**config.mk**
```make
export PLATFORM = sky130hd
export DESIGN_NAME = agu_core
export DESIGN_NICKNAME = d
export VERILOG_FILES = /design/src/rtl/agu_pkg.sv /design/src/rtl/agu_regfile.sv /design/src/rtl/agu_mode_decode.sv /design/src/rtl/agu_arith.sv /design/src/rtl/agu_core.sv
export SDC_FILE = /design/constraint.sdc
export NUM_CORES = 1
export LEC_CHECK = 0
export BUFFER_PORTS_ARGS = -buffer_cell sky130_fd_sc_hd__buf_2
export CAP_MARGIN = 20
export CORE_UTILIZATION = 25
export CTS_BUF_LIST = sky130_fd_sc_hd__clkbuf_8
export DETAILED_ROUTE_END_ITERATION = 10
export PLACE_DENSITY = 0.35
export SLEW_MARGIN = 0
export SYNTH_ARGS = -nofsm -noshare
export SYNTH_HDL_FRONTEND = slang
export SYNTH_HIERARCHICAL = 1
export SYNTH_SLANG_ARGS = --single-unit
```
**constraint.sdc**
```tcl
create_clock -name clk -period 8.6 [get_ports clk]
set_clock_uncertainty 0.2 [all_clocks]
set_input_delay 1.29 -clock clk [delete_from_list [all_inputs] [get_ports clk]]
set_output_delay 1.29 -clock clk [all_outputs]
set_load 0.01 [all_outputs]
```
**src/rtl/agu_pkg.sv**
```systemverilog
// Package: shared mode codes and the decoded control word of the address unit.
// Assumes a fixed 3-bit mode field and a 3-bit register/kind field.
package agu_pkg;

    localparam int MODE_W = 3;

    typedef enum logic [MODE_W-1:0] {
        MODE_POST_SUB_OFF = 3'b000,
        MODE_POST_ADD_OFF = 3'b001,
        MODE_POST_DEC     = 3'b010,
        MODE_POST_INC     = 3'b011,
        MODE_PLAIN        = 3'b100,
        MODE_INDEXED      = 3'b101,
        MODE_SPECIAL      = 3'b110,
        MODE_PRE_DEC      = 3'b111
    } agu_mode_e;

    localparam logic [MODE_W-1:0] KIND_IMM = 3'b100;
    localparam logic [MODE_W-1:0] KIND_ABS = 3'b000;

    typedef struct packed {
        logic ea_valid;   // legal request served
        logic wb_en;      // write sum back to the pointer
        logic use_sum;    // effective address is the sum, not the raw pointer
        logic use_off;    // delta is the offset register, else one
        logic sub;        // subtract delta instead of adding
        logic take_ext;   // effective address is the extension word
        logic is_imm;     // immediate operand flag
        logic is_abs;     // absolute address flag
        logic illegal;    // undefined special code
    } agu_ctl_t;

endpackage

```
**src/rtl/agu_regfile.sv**
```systemverilog
// Module: pointer and offset register banks.
// Holds NREG pointers and NREG offsets. A direct pointer load takes priority
// over a mode write-back to the same index. Both banks have one combinational
// read port, addressed by the request select.
// Assumes the select widths cover NREG.
module agu_regfile #(
    parameter int ADDR_W = 32,
    parameter int NREG   = 8,
    parameter int SEL_W  = $clog2(NREG)
) (
    input  logic                      clk,
    input  logic                      rst_n,
    input  logic [SEL_W-1:0]          rd_sel,
    output logic [ADDR_W-1:0]         rd_addr,
    output logic [ADDR_W-1:0]         rd_off,
    input  logic                      upd_en,
    input  logic [SEL_W-1:0]          upd_sel,
    input  logic [ADDR_W-1:0]         upd_data,
    input  logic                      ald_en,
    input  logic [SEL_W-1:0]          ald_sel,
    input  logic [ADDR_W-1:0]         ald_data,
    input  logic                      old_en,
    input  logic [SEL_W-1:0]          old_sel,
    input  logic [ADDR_W-1:0]         old_data,
    output logic [NREG-1:0][ADDR_W-1:0] addr_all
);

    logic [ADDR_W-1:0] addr_q [NREG];
    logic [ADDR_W-1:0] off_q  [NREG];

    for (genvar g = 0; g < NREG; g++) begin : g_bank
        // Pointer register: reset, then direct load beats mode write-back.
        always_ff @(posedge clk) begin
            if (!rst_n) begin
                addr_q[g] <= '0;
            end else if (ald_en && (ald_sel == SEL_W'(g))) begin
                addr_q[g] <= ald_data;
            end else if (upd_en && (upd_sel == SEL_W'(g))) begin
                addr_q[g] <= upd_data;
            end
        end

        // Offset register: reset, then direct load.
        always_ff @(posedge clk) begin
            if (!rst_n) begin
                off_q[g] <= '0;
            end else if (old_en && (old_sel == SEL_W'(g))) begin
                off_q[g] <= old_data;
            end
        end

        // Flattened pointer view for observation by the checker.
        assign addr_all[g] = addr_q[g];
    end

    // Combinational read of the pair selected by the request.
    always_comb begin
        rd_addr = addr_q[rd_sel];
        rd_off  = off_q[rd_sel];
    end

endmodule

```
**src/rtl/agu_mode_decode.sv**
```systemverilog
// Module: mode decoder.
// Turns the request valid, mode code and register/kind code into the control
// word that steers the arithmetic and the write-back. Purely combinational.
// Assumes the mode encoding from agu_pkg.
module agu_mode_decode
    import agu_pkg::*;
(
    input  logic              req_valid,
    input  logic [MODE_W-1:0] req_mode,
    input  logic [MODE_W-1:0] req_reg,
    output agu_ctl_t          ctl
);

    // Map each mode to its arithmetic and write-back controls.
    always_comb begin
        ctl = '0;
        if (req_valid) begin
            ctl.ea_valid = 1'b1;
            unique case (agu_mode_e'(req_mode))
                MODE_PLAIN: begin
                end
                MODE_POST_INC: begin
                    ctl.wb_en = 1'b1;
                end
                MODE_POST_DEC: begin
                    ctl.wb_en = 1'b1;
                    ctl.sub   = 1'b1;
                end
                MODE_POST_ADD_OFF: begin
                    ctl.wb_en   = 1'b1;
                    ctl.use_off = 1'b1;
                end
                MODE_POST_SUB_OFF: begin
                    ctl.wb_en   = 1'b1;
                    ctl.use_off = 1'b1;
                    ctl.sub     = 1'b1;
                end
                MODE_INDEXED: begin
                    ctl.use_sum = 1'b1;
                    ctl.use_off = 1'b1;
                end
                MODE_PRE_DEC: begin
                    ctl.wb_en   = 1'b1;
                    ctl.use_sum = 1'b1;
                    ctl.sub     = 1'b1;
                end
                MODE_SPECIAL: begin
                    if (req_reg == KIND_IMM) begin
                        ctl.take_ext = 1'b1;
                        ctl.is_imm   = 1'b1;
                    end else if (req_reg == KIND_ABS) begin
                        ctl.take_ext = 1'b1;
                        ctl.is_abs   = 1'b1;
                    end else begin
                        ctl.illegal  = 1'b1;
                        ctl.ea_valid = 1'b0;
                    end
                end
                default: begin
                end
            endcase
        end
    end

endmodule

```
**src/rtl/agu_arith.sv**
```systemverilog
// Module: linear address arithmetic.
// Forms pointer +/- (1 or offset) with wrap-around, then chooses the
// effective address from the raw pointer, that sum, or the extension word.
// Assumes ctl comes from agu_mode_decode. An illegal request yields zero.
module agu_arith
    import agu_pkg::*;
#(
    parameter int ADDR_W = 32
) (
    input  agu_ctl_t          ctl,
    input  logic [ADDR_W-1:0] rn,
    input  logic [ADDR_W-1:0] nn,
    input  logic [ADDR_W-1:0] ext_word,
    output logic [ADDR_W-1:0] sum,
    output logic [ADDR_W-1:0] ea
);

    localparam logic [ADDR_W-1:0] ONE = ADDR_W'(1);

    logic [ADDR_W-1:0] delta;

    // Adder/subtractor shared by every pointer-based mode.
    always_comb begin
        delta = ctl.use_off ? nn : ONE;
        sum   = ctl.sub ? (rn - delta) : (rn + delta);
    end

    // Effective address selection.
    always_comb begin
        if (ctl.illegal) begin
            ea = '0;
        end else if (ctl.take_ext) begin
            ea = ext_word;
        end else if (ctl.use_sum) begin
            ea = sum;
        end else begin
            ea = rn;
        end
    end

endmodule

```
**src/rtl/agu_core.sv**
```systemverilog
// Module: address generation unit top.
// Serves one request per cycle: the effective address is combinational from
// the current registers, and the write-back lands at the next rising edge.
// Assumes synchronous active-low reset and NREG a power of two (8 by default).
module agu_core
    import agu_pkg::*;
#(
    parameter int ADDR_W = 32,
    parameter int NREG   = 8
) (
    input  logic              clk,
    input  logic              rst_n,
    input  logic              req_valid,
    input  logic [2:0]        req_mode,
    input  logic [2:0]        req_reg,
    input  logic [ADDR_W-1:0] ext_word,
    input  logic              ald_en,
    input  logic [2:0]        ald_sel,
    input  logic [ADDR_W-1:0] ald_data,
    input  logic              old_en,
    input  logic [2:0]        old_sel,
    input  logic [ADDR_W-1:0] old_data,
    output logic [ADDR_W-1:0] ea,
    output logic              ea_valid,
    output logic              imm_hit,
    output logic              abs_hit,
    output logic              illegal_mode
);

    localparam int SEL_W = $clog2(NREG);

    agu_ctl_t                  ctl;
    logic [ADDR_W-1:0]         rn;
    logic [ADDR_W-1:0]         nn;
    logic [ADDR_W-1:0]         sum;
    logic [NREG-1:0][ADDR_W-1:0] addr_all;

    agu_mode_decode u_dec (
        .req_valid (req_valid),
        .req_mode  (req_mode),
        .req_reg   (req_reg),
        .ctl       (ctl)
    );

    agu_regfile #(
        .ADDR_W (ADDR_W),
        .NREG   (NREG),
        .SEL_W  (SEL_W)
    ) u_rf (
        .clk      (clk),
        .rst_n    (rst_n),
        .rd_sel   (SEL_W'(req_reg)),
        .rd_addr  (rn),
        .rd_off   (nn),
        .upd_en   (ctl.wb_en),
        .upd_sel  (SEL_W'(req_reg)),
        .upd_data (sum),
        .ald_en   (ald_en),
        .ald_sel  (SEL_W'(ald_sel)),
        .ald_data (ald_data),
        .old_en   (old_en),
        .old_sel  (SEL_W'(old_sel)),
        .old_data (old_data),
        .addr_all (addr_all)
    );

    agu_arith #(
        .ADDR_W (ADDR_W)
    ) u_ar (
        .ctl      (ctl),
        .rn       (rn),
        .nn       (nn),
        .ext_word (ext_word),
        .sum      (sum),
        .ea       (ea)
    );

    // Status outputs straight from the decoded control word.
    always_comb begin
        ea_valid     = ctl.ea_valid;
        imm_hit      = ctl.is_imm;
        abs_hit      = ctl.is_abs;
        illegal_mode = ctl.illegal;
    end

endmodule

```
Yosys cells after proc, flatten, opt, wreduce, memory -nomap -nowiden
Memories as Yosys holds them, arrays and structs flattened.
Cells that the tools add are included.
W data, S select, Z words.
- register bits: 0
- latch bits: 0
- bits in writable memories: 512
- ROM bits: 0
- bits of input ports: 113
- word-level logic and storage cells: 209
- memories: 2
- add/subtract/negate cells: 2
- multiply operators: 0
- div/mod/pow operators: 0
- order comparisons: 0
- eq/ne operators: 27
- shift operators: 0
- mux-type cells: 122
- bitwise gates (word level): 24
- reductions and logical operators: 32
- memories (memory ; words ; width ; read ports ; clocked after memory_dff ; write ports ; RTL line ; text):
    u_rf.addr_q ; 8 ; 32 ; 1 ; 0 ; 8 ; agu_regfile.sv:28 ; logic [ADDR_W-1:0] addr_q [NREG];
    u_rf.off_q ; 8 ; 32 ; 1 ; 0 ; 8 ; agu_regfile.sv:29 ; logic [ADDR_W-1:0] off_q [NREG];
- operator list (cell ; number):
    $mux W32 ; 29
    $mux W1 ; 90
    $eq A3 B3 Y1 const B ; 15
    $add A32 B32 Y32 ; 1
    $sub A32 B32 Y32 ; 1
    $eq A3 B2 Y1 const B ; 8
    $logic_and A1 B1 Y1 ; 24
    $or A1 B1 Y1 ; 24
    $eq A3 B1 Y1 const B ; 4
    $logic_not A3 Y1 ; 4
    $mux W9 ; 1
    $reduce_or A3 Y1 ; 2
    $reduce_or A5 Y1 ; 1
    $mux W4 ; 1
    $mux W2 ; 1
    $reduce_or A2 Y1 ; 1

Depth between registers and ports, before layout
Gate-level depths: netlist of the first run.
- word-level depth: 11
- depth in mapped cells: 23
- depth with buffers taken out: 19

By module
The synthesis of the first run kept the hierarchy.
- modules (own cells, without submodules) (module ; instances ; cells an instance ; area each (um2)):
    agu_regfile ; 1 ; 1542 ; 24209.5
    agu_arith ; 1 ; 595 ; 3592.2
    agu_mode_decode ; 1 ; 19 ; 113.9

Worst setup path before layout of the first run
OpenSTA, ideal clock, no wires.
- path kind: input to output
- start: input req_reg[0]
- end: output ea[28]
- arrival time: 6124 ps
- data required time: 7110 ps
- setup slack: 986 ps
- cell stages on the path: 19
- path buffers: 3
- path through: buf_2 -> buf_2 -> mux4_2 -> mux2_2 -> nor3_1 -> nand2_1 -> nor3_1 -> a21oi_1 -> mux2_2 -> nand2_1 -> ha_1 -> clkbuf_1 -> a21oi_1 -> nand2_1 -> o41ai_1 -> a22oi_1 -> a31oi_1 -> xnor2_1 -> a221o_1
- word-level cells in the longest chain between the ends: 7
- elaborated cells between the ends (all ways): 17
- classes of those cells: 2 x add/sub; 1 x eq/ne; 11 x mux; 1 x reduce/logical; 2 x memory
- RTL lines (element ; RTL line ; text):
    start, declared ; agu_core.sv:15 ; input logic [2:0] req_reg,
    $mem_v2 Z8 W32 * ; - ;
    named net nn[1] ; agu_core.sv:34 ; logic [ADDR_W-1:0] nn;
    $mux W32 * ; agu_arith.sv:24 ; delta = ctl.use_off ? nn : ONE;
    $add A32 B32 Y32 / $sub A32 B32 Y32 (equally long branches) ; agu_arith.sv:25 ; sum = ctl.sub ? (rn - delta) : (rn + delta);
    $mux W32 * ; agu_arith.sv:25 ;
    named net sum[28] ; agu_core.sv:35 ; logic [ADDR_W-1:0] sum;
    $mux W32 * ; agu_arith.sv:34 ; end else if (ctl.use_sum) begin
    $mux W32 * ; agu_arith.sv:32 ; end else if (ctl.take_ext) begin
    $mux W32 * ; agu_arith.sv:30 ; if (ctl.illegal) begin
    end, declared ; agu_core.sv:23 ; output logic [ADDR_W-1:0] ea,
Mark *: on every way through the listed nets, which the timed path passes. The rest lies on a longest branch.

Worst setup path after layout of the first run
- start: input req_reg[0]
- end: output ea[29]
The elaborated chain is that of the path after synthesis.

==> impl_metrics.tcl, run 1 <==
set metrics [dict create \
    clk_pin_slew_ns 0.06 \
    cts_tree "built" \
    ys_ff_latch 512 \
    port_buffers 148 \
    worstSetupEndpoint "ea[29]" \
    crit_top_cell "nor3_1" \
    critPathSlowestCell "mux4_2" \
    fin_hold_ws_ns 0.705 \
    critPathMaxStageDelay_ns 0.51 \
    ant_nets 0 \
    tns_ns 0 \
    areaGrowthSynthToFinish_pct 16.8 \
    start_util 0.252 \
    antenna_found_initial 12 \
    hold_viol 0 \
    grt_pass1_vias 20100 \
    vias 19800 \
    yosysSeqAreaShare 0.551 \
    die_area_mm2 0.113 \
    cts.htree.levels 3 \
    final_common_cell "edfxtp_1" \
    netlist_top_cells_area "edfxtp_1, mux4_2, a22o_1, and2_1, mux2_2" \
    grt_usage 0.195 \
    synth_top_area_frac 0.551 \
    period_needed_ns 8.19 \
    cp_cell_sequence "buf_8 -> buf_12 -> mux4_2 -> mux2_2 -> nor4_1 -> buf_4 -> nand3_1 -> o41ai_1 -> a21oi_1 -> o211ai_1 -> o21ai_0 -> ha_2 -> nand4_1 -> nor3_1 -> nand2_1 -> a31oi_1 -> nor3_1 -> xnor2_1 -> o21a_1 -> buf_2" \
    worst_slew_pin_slew_ns 1.12 \
    drive_above_1_share 0.258 \
    fin_nets 2466 \
    cp-start-kind "input port" \
    gp_congestion 0.870 \
    fin_area_mm2 0.0326 \
    status "finished clean" \
    yosysWarningCount 6 \
    cts_setup_buffers 0 \
    hold_path.class "input port to register" \
    r2r_setup_slack_ns 2.90 \
    max-slew-margin-rel 0.249 \
    place_area_mm2 0.0309 \
    synth_nets 2301 \
    grt_setup_unrepaired "no" \
    overflow 0 \
    fin_crit_sh 0.952 \
    reg2reg_to "u_rf/addr_q[0][23]" \
    crit_fanout 26 \
    slew_viol_final 0 \
    ir_drop_uv 115 \
    final_core_util 0.295 \
    synth-main-ff-cell "edfxtp_1" \
    num_rows 122 \
    most-common-layout-cells "edfxtp_1, and2_1, a22o_1" \
    cts_root_buf "clkbuf_8" \
    cts_made_buffers 98 \
    fmax_mhz 122 \
    grt_max_degree 66 \
    wirelength_um 112000 \
    reg2reg_depth 19 \
    maxCapViolCount 0 \
    vias_per_cell 5.10 \
    syn-instance-count 2156 \
    netlist_area_mm2 0.0279 \
    setup_viol 0 \
    synth-edff-count 512 \
    core_mm2 0.111 \
    synth.distinct_cells 69 \
    cp_data_arrival_time_ns 6.70 \
    grt_pass1_wl_um 156000 \
    synth_top_area_cell "edfxtp_1" \
    cts_buffer_depth 3 \
    die_y_um 336 \
    n_fill_cell 11200 \
    wl_per_cell_um 28.7 \
    async_flop_share 0 \
    avgSynthCellArea_um2 12.9 \
    clock_latency_ns 0.75 \
    p_leak_uw 0.0118 \
    critical_path_class "input port to output port" \
    crit_start "req_reg[0]" \
    rr_startpoint "u_rf/off_q[5][1]" \
    drt-initial-drc-count 1700 \
    first_pass_iters 5 \
    p_per_area_mw_per_mm2 201 \
    die_w_um 336 \
    drc_errors 0 \
    worstPathRequired_ns 7.11 \
    io_pins 149 \
    hpwl_um 67700 \
    endpoint_kind "output port" \
    cts.sinks 512 \
]
## worst max-delay path, delay by kind of cell
kind / cells / cell delay, ns
mux: 2 / 0.86
fa+ha+maj: 1 / 0.46
simple gates: 6 / 1.28
buf+inv: 4 / 0.88
xor+xnor: 1 / 0.24
compound gates: 6 / 1.62
## per-stage QoR
stage / instances / setup WS (ns) / total power (µW)
final: 3888 / 0.409 / 6540
after global routing: 3887 / 0.0290 / 6840
after CTS: 3884 / 0.306 / 6630
after detailed placement: 3709 / 0.341 / 4400
after global placement: 3709 / 0.344 / 4390
after floorplan: 2156 / 0.986 / 3800
## cell families (layout without fill, tap and decap cells)
kind of cell,Yosys count,after routing,share of synthesized area
compound gates,488,488,0.130
fa+ha+maj,32,32,0.0146
buf+inv,219,459,0.0346
simple gates,667,667,0.126
mux,203,203,0.133
xor+xnor,35,35,0.0110
other cells,0,4,0
flops,512,512,0.551
## flip-flops by register name (all words and copies together), names as in the netlist
name / flops
u_rf/addr_q: 256
u_rf/off_q: 256
## layer usage
metal | global-route usage | wire (µm)
met2 | 0.319 | 52200
met1 | 0.263 | 50100
met4 | 0.0576 | 2870
met5 | 0 | 92
met3 | 0.0343 | 6360
## synthesized netlist by cell type (15+ instances only)
library cell	count
edfxtp_1	512
and2_1	264
a22o_1	193
nand2_1	174
mux4_2	128
clkbuf_1	115
nor2_1	95
o22ai_1	70
a21oi_1	66
mux2_2	65
o21ai_0	38
buf_2	32
ha_1	31
nand3_1	29
inv_1	25
nor3_1	23
xnor2_1	22
buf_1	21
o211ai_1	18
buf_4	16
nand2b_1	15
## area by class of cell
cell class / instances / area [µm²] / share of cell area
clock inverters: 76 / 342 / 0.0105
multi-input cells: 1425 / 11900 / 0.366
inverters: 25 / 93.8 / 0.00288
well taps: 1488 / 1860 / 0.0571
diodes: 4 / 10.0 / 0.000307
clock buffers: 99 / 1360 / 0.0418
repair buffers: 259 / 1610 / 0.0493
flip-flops and latches: 512 / 15400 / 0.472
## worst min-delay path by stage
stage | startpoint | end | cells past startpoint
after floorplan | u_rf/addr_q[6][31] | u_rf/addr_q[4][31] | 7
after global placement | u_rf/addr_q[5][31] | u_rf/addr_q[4][31] | 7
after detailed placement | u_rf/addr_q[0][31] | u_rf/addr_q[4][31] | 7
after CTS | old_data[23] | u_rf/off_q[0][23] | 2
after global routing | old_data[14] | u_rf/off_q[2][14] | 2
final | old_data[14] | u_rf/off_q[4][14] | 2
## report_power, final
| group | switching (µW) | internal, µW | total (µW) |
|---|---|---|---|
| combinational | 920 | 479 | 1400 |
| clock | 1120 | 1070 | 2190 |
| sequential | 37.9 | 2910 | 2950 |
## timing repair
action | in CTS | in global routing
gates resized for setup | 0 | 4
endpoints found under the setup margin | 0 | 5
hold buffers | 0 | 0
Note: power is estimated with default switching activity, not from simulation.
==> inputs of run 2 (changes only) <==
--- a/config.mk
+++ b/config.mk
@@ -8,10 +8,10 @@
 export BUFFER_PORTS_ARGS = -buffer_cell sky130_fd_sc_hd__buf_2
 export CAP_MARGIN = 20
 export CORE_UTILIZATION = 25
-export CTS_BUF_LIST = sky130_fd_sc_hd__clkbuf_8
+export CTS_BUF_LIST = sky130_fd_sc_hd__clkbuf_4 sky130_fd_sc_hd__clkbuf_8 sky130_fd_sc_hd__clkbuf_16
 export DETAILED_ROUTE_END_ITERATION = 10
 export PLACE_DENSITY = 0.35
-export SLEW_MARGIN = 0
+export SLEW_MARGIN = 5
 export SYNTH_ARGS = -nofsm -noshare
 export SYNTH_HDL_FRONTEND = slang
 export SYNTH_HIERARCHICAL = 1
==> impl_metrics.tcl, run 2 (synthesis gave the netlist of run 1 again) <==
set metrics [dict create \
    fin_cells 3832 \
    cp_cell_sequence "buf_8 -> buf_12 -> mux4_2 -> mux2_2 -> nor4_1 -> buf_4 -> nand3_1 -> o31ai_1 -> nand2_1 -> nand2_1 -> nand2_1 -> o31ai_1 -> ha_1 -> a21oi_1 -> o21ai_0 -> a221oi_1 -> o21ai_0 -> a31oi_1 -> xnor2_1 -> a221o_1 -> buf_2" \
    n_fill_cell 11100 \
    grt_setup_unrepaired "no" \
    first_pass_iters 7 \
    endpoint_kind "output port" \
    fin_nets 2437 \
    worstPathRequired_ns 7.11 \
    die_area_mm2 0.113 \
    cts.sinks 512 \
    cts_tree "built" \
    clock_latency_ns 0.64 \
    setup_viol 0 \
    vias 19700 \
    worst_slew_pin_slew_ns 1.13 \
    hold_path.class "input port to register" \
    slew_viol_final 0 \
    critPathMaxStageDelay_ns 0.51 \
    cp-start-kind "input port" \
    ir_drop_uv 121 \
    die_w_um 336 \
    start_util 0.252 \
    critical_path_class "input port to output port" \
    top_regs "u_rf/addr_q: 256 flops, u_rf/off_q: 256 flops" \
    cts.htree.levels 3 \
    fin_crit_sh 0.952 \
    wl_per_cell_um 29.0 \
    grt_usage 0.195 \
    p_per_area_mw_per_mm2 214 \
    dp_cells 3709 \
    gp_congestion 0.870 \
    port_buffers 148 \
    overflow 0 \
    multiInputGateArea_mm2 0.0119 \
    cts_root_buf "clkbuf_16" \
    maxCapViolCount 0 \
    seq_area_mm2 0.0154 \
    post-place-ws_ns 0.341 \
    drt-initial-drc-count 1663 \
    areaGrowthSynthToFinish_pct 18.2 \
    grt_max_degree 66 \
    fmax_mhz 122 \
    p_leak_uw 0.0118 \
    max-slew-margin-rel 0.238 \
    num_rows 122 \
    status "finished clean" \
    cts_made_buffers 69 \
    grt_pass1_vias 19800 \
    crit_fanout 26 \
    hold_viol 0 \
    tns_ns 0 \
    cts_hold_buf 0 \
    crit_family "compound AO/OA/AOI/OAI gates" \
    cts_buffer_depth 3 \
    clk_pin_slew_ns 0.06 \
    grt_pass1_wl_um 155000 \
    wirelength_um 111000 \
    crit_top_cell "nand2_1" \
    hpwl_um 67700 \
    vias_per_cell 5.15 \
    io_pins 149 \
    drive_above_1_share 0.261 \
    drc_errors 0 \
    final_common_cell "edfxtp_1" \
    die_y_um 336 \
    ant_nets 0 \
    critPathSlowestCell "mux4_2" \
    most-common-layout-cells "edfxtp_1, and2_1, a22o_1" \
    antenna_found_initial 12 \
    period_needed_ns 8.19 \
    worst_slack_ns 0.409 \
    core_mm2 0.111 \
    cp_num_buf_inv 4 \
    cp_data_arrival_time_ns 6.70 \
    cts_setup_buffers 0 \
]
==> run 2: path summary, 6_finish.rpt <==
kind	from	endpoint	slack, ns	cells after the start
max	req_reg[0]	ea[28]	0.41	21
min reg2reg	u_rf/addr_q[0][31]	u_rf/addr_q[7][31]	1.16	6
min	old_data[7]	u_rf/off_q[4][7]	0.83	2
max reg2reg	u_rf/off_q[1][1]	u_rf/addr_q[0][23]	2.90	19
==> run 2: layout make-up <==
type,count,share of cell area
clock inverter,34,0.00751
multi-input combinational,1425,0.362
sequential,512,0.466
tap,1488,0.0564
clock buffer,86,0.0567
timing repair buffer,259,0.0487
antenna,3,0.000227
inverter,25,0.00284
==> run 2: where the power goes <==
part           switching, µW  internal (µW)  total, µW
combinational            922            479       1400
sequential              37.8           2910       2950
clock                   1160           1560       2720
==> run 2: metrics by stage <==
stage / area, µm² / hold slack, ns / total power (µW) / util
after floorplan: 27900 / 1.10 / 3800 / -
after global placement: 30900 / 1.14 / 4390 / 0.279
after detailed placement: 30900 / 1.15 / 4400 / 0.279
after CTS: 33000 / 0.779 / 7140 / 0.298
after global routing: 33000 / 0.815 / 7350 / 0.298
final: 33000 / 0.828 / 7070 / 0.298
==> run 2: what timing repair did <==
item	in CTS	in global routing
resized for setup	0	4
setup endpoints to repair	0	5
hold endpoints to repair	0	0
==> run 2: metal layers <==
layer  routed length, µm  vias to the layer above  track usage
li1                    -                     8655            -
met1               50400                    10200        0.266
met2               51900                      708        0.318
met3                6090                      159       0.0310
met4                2740                       14       0.0534
met5                  96                        -            0
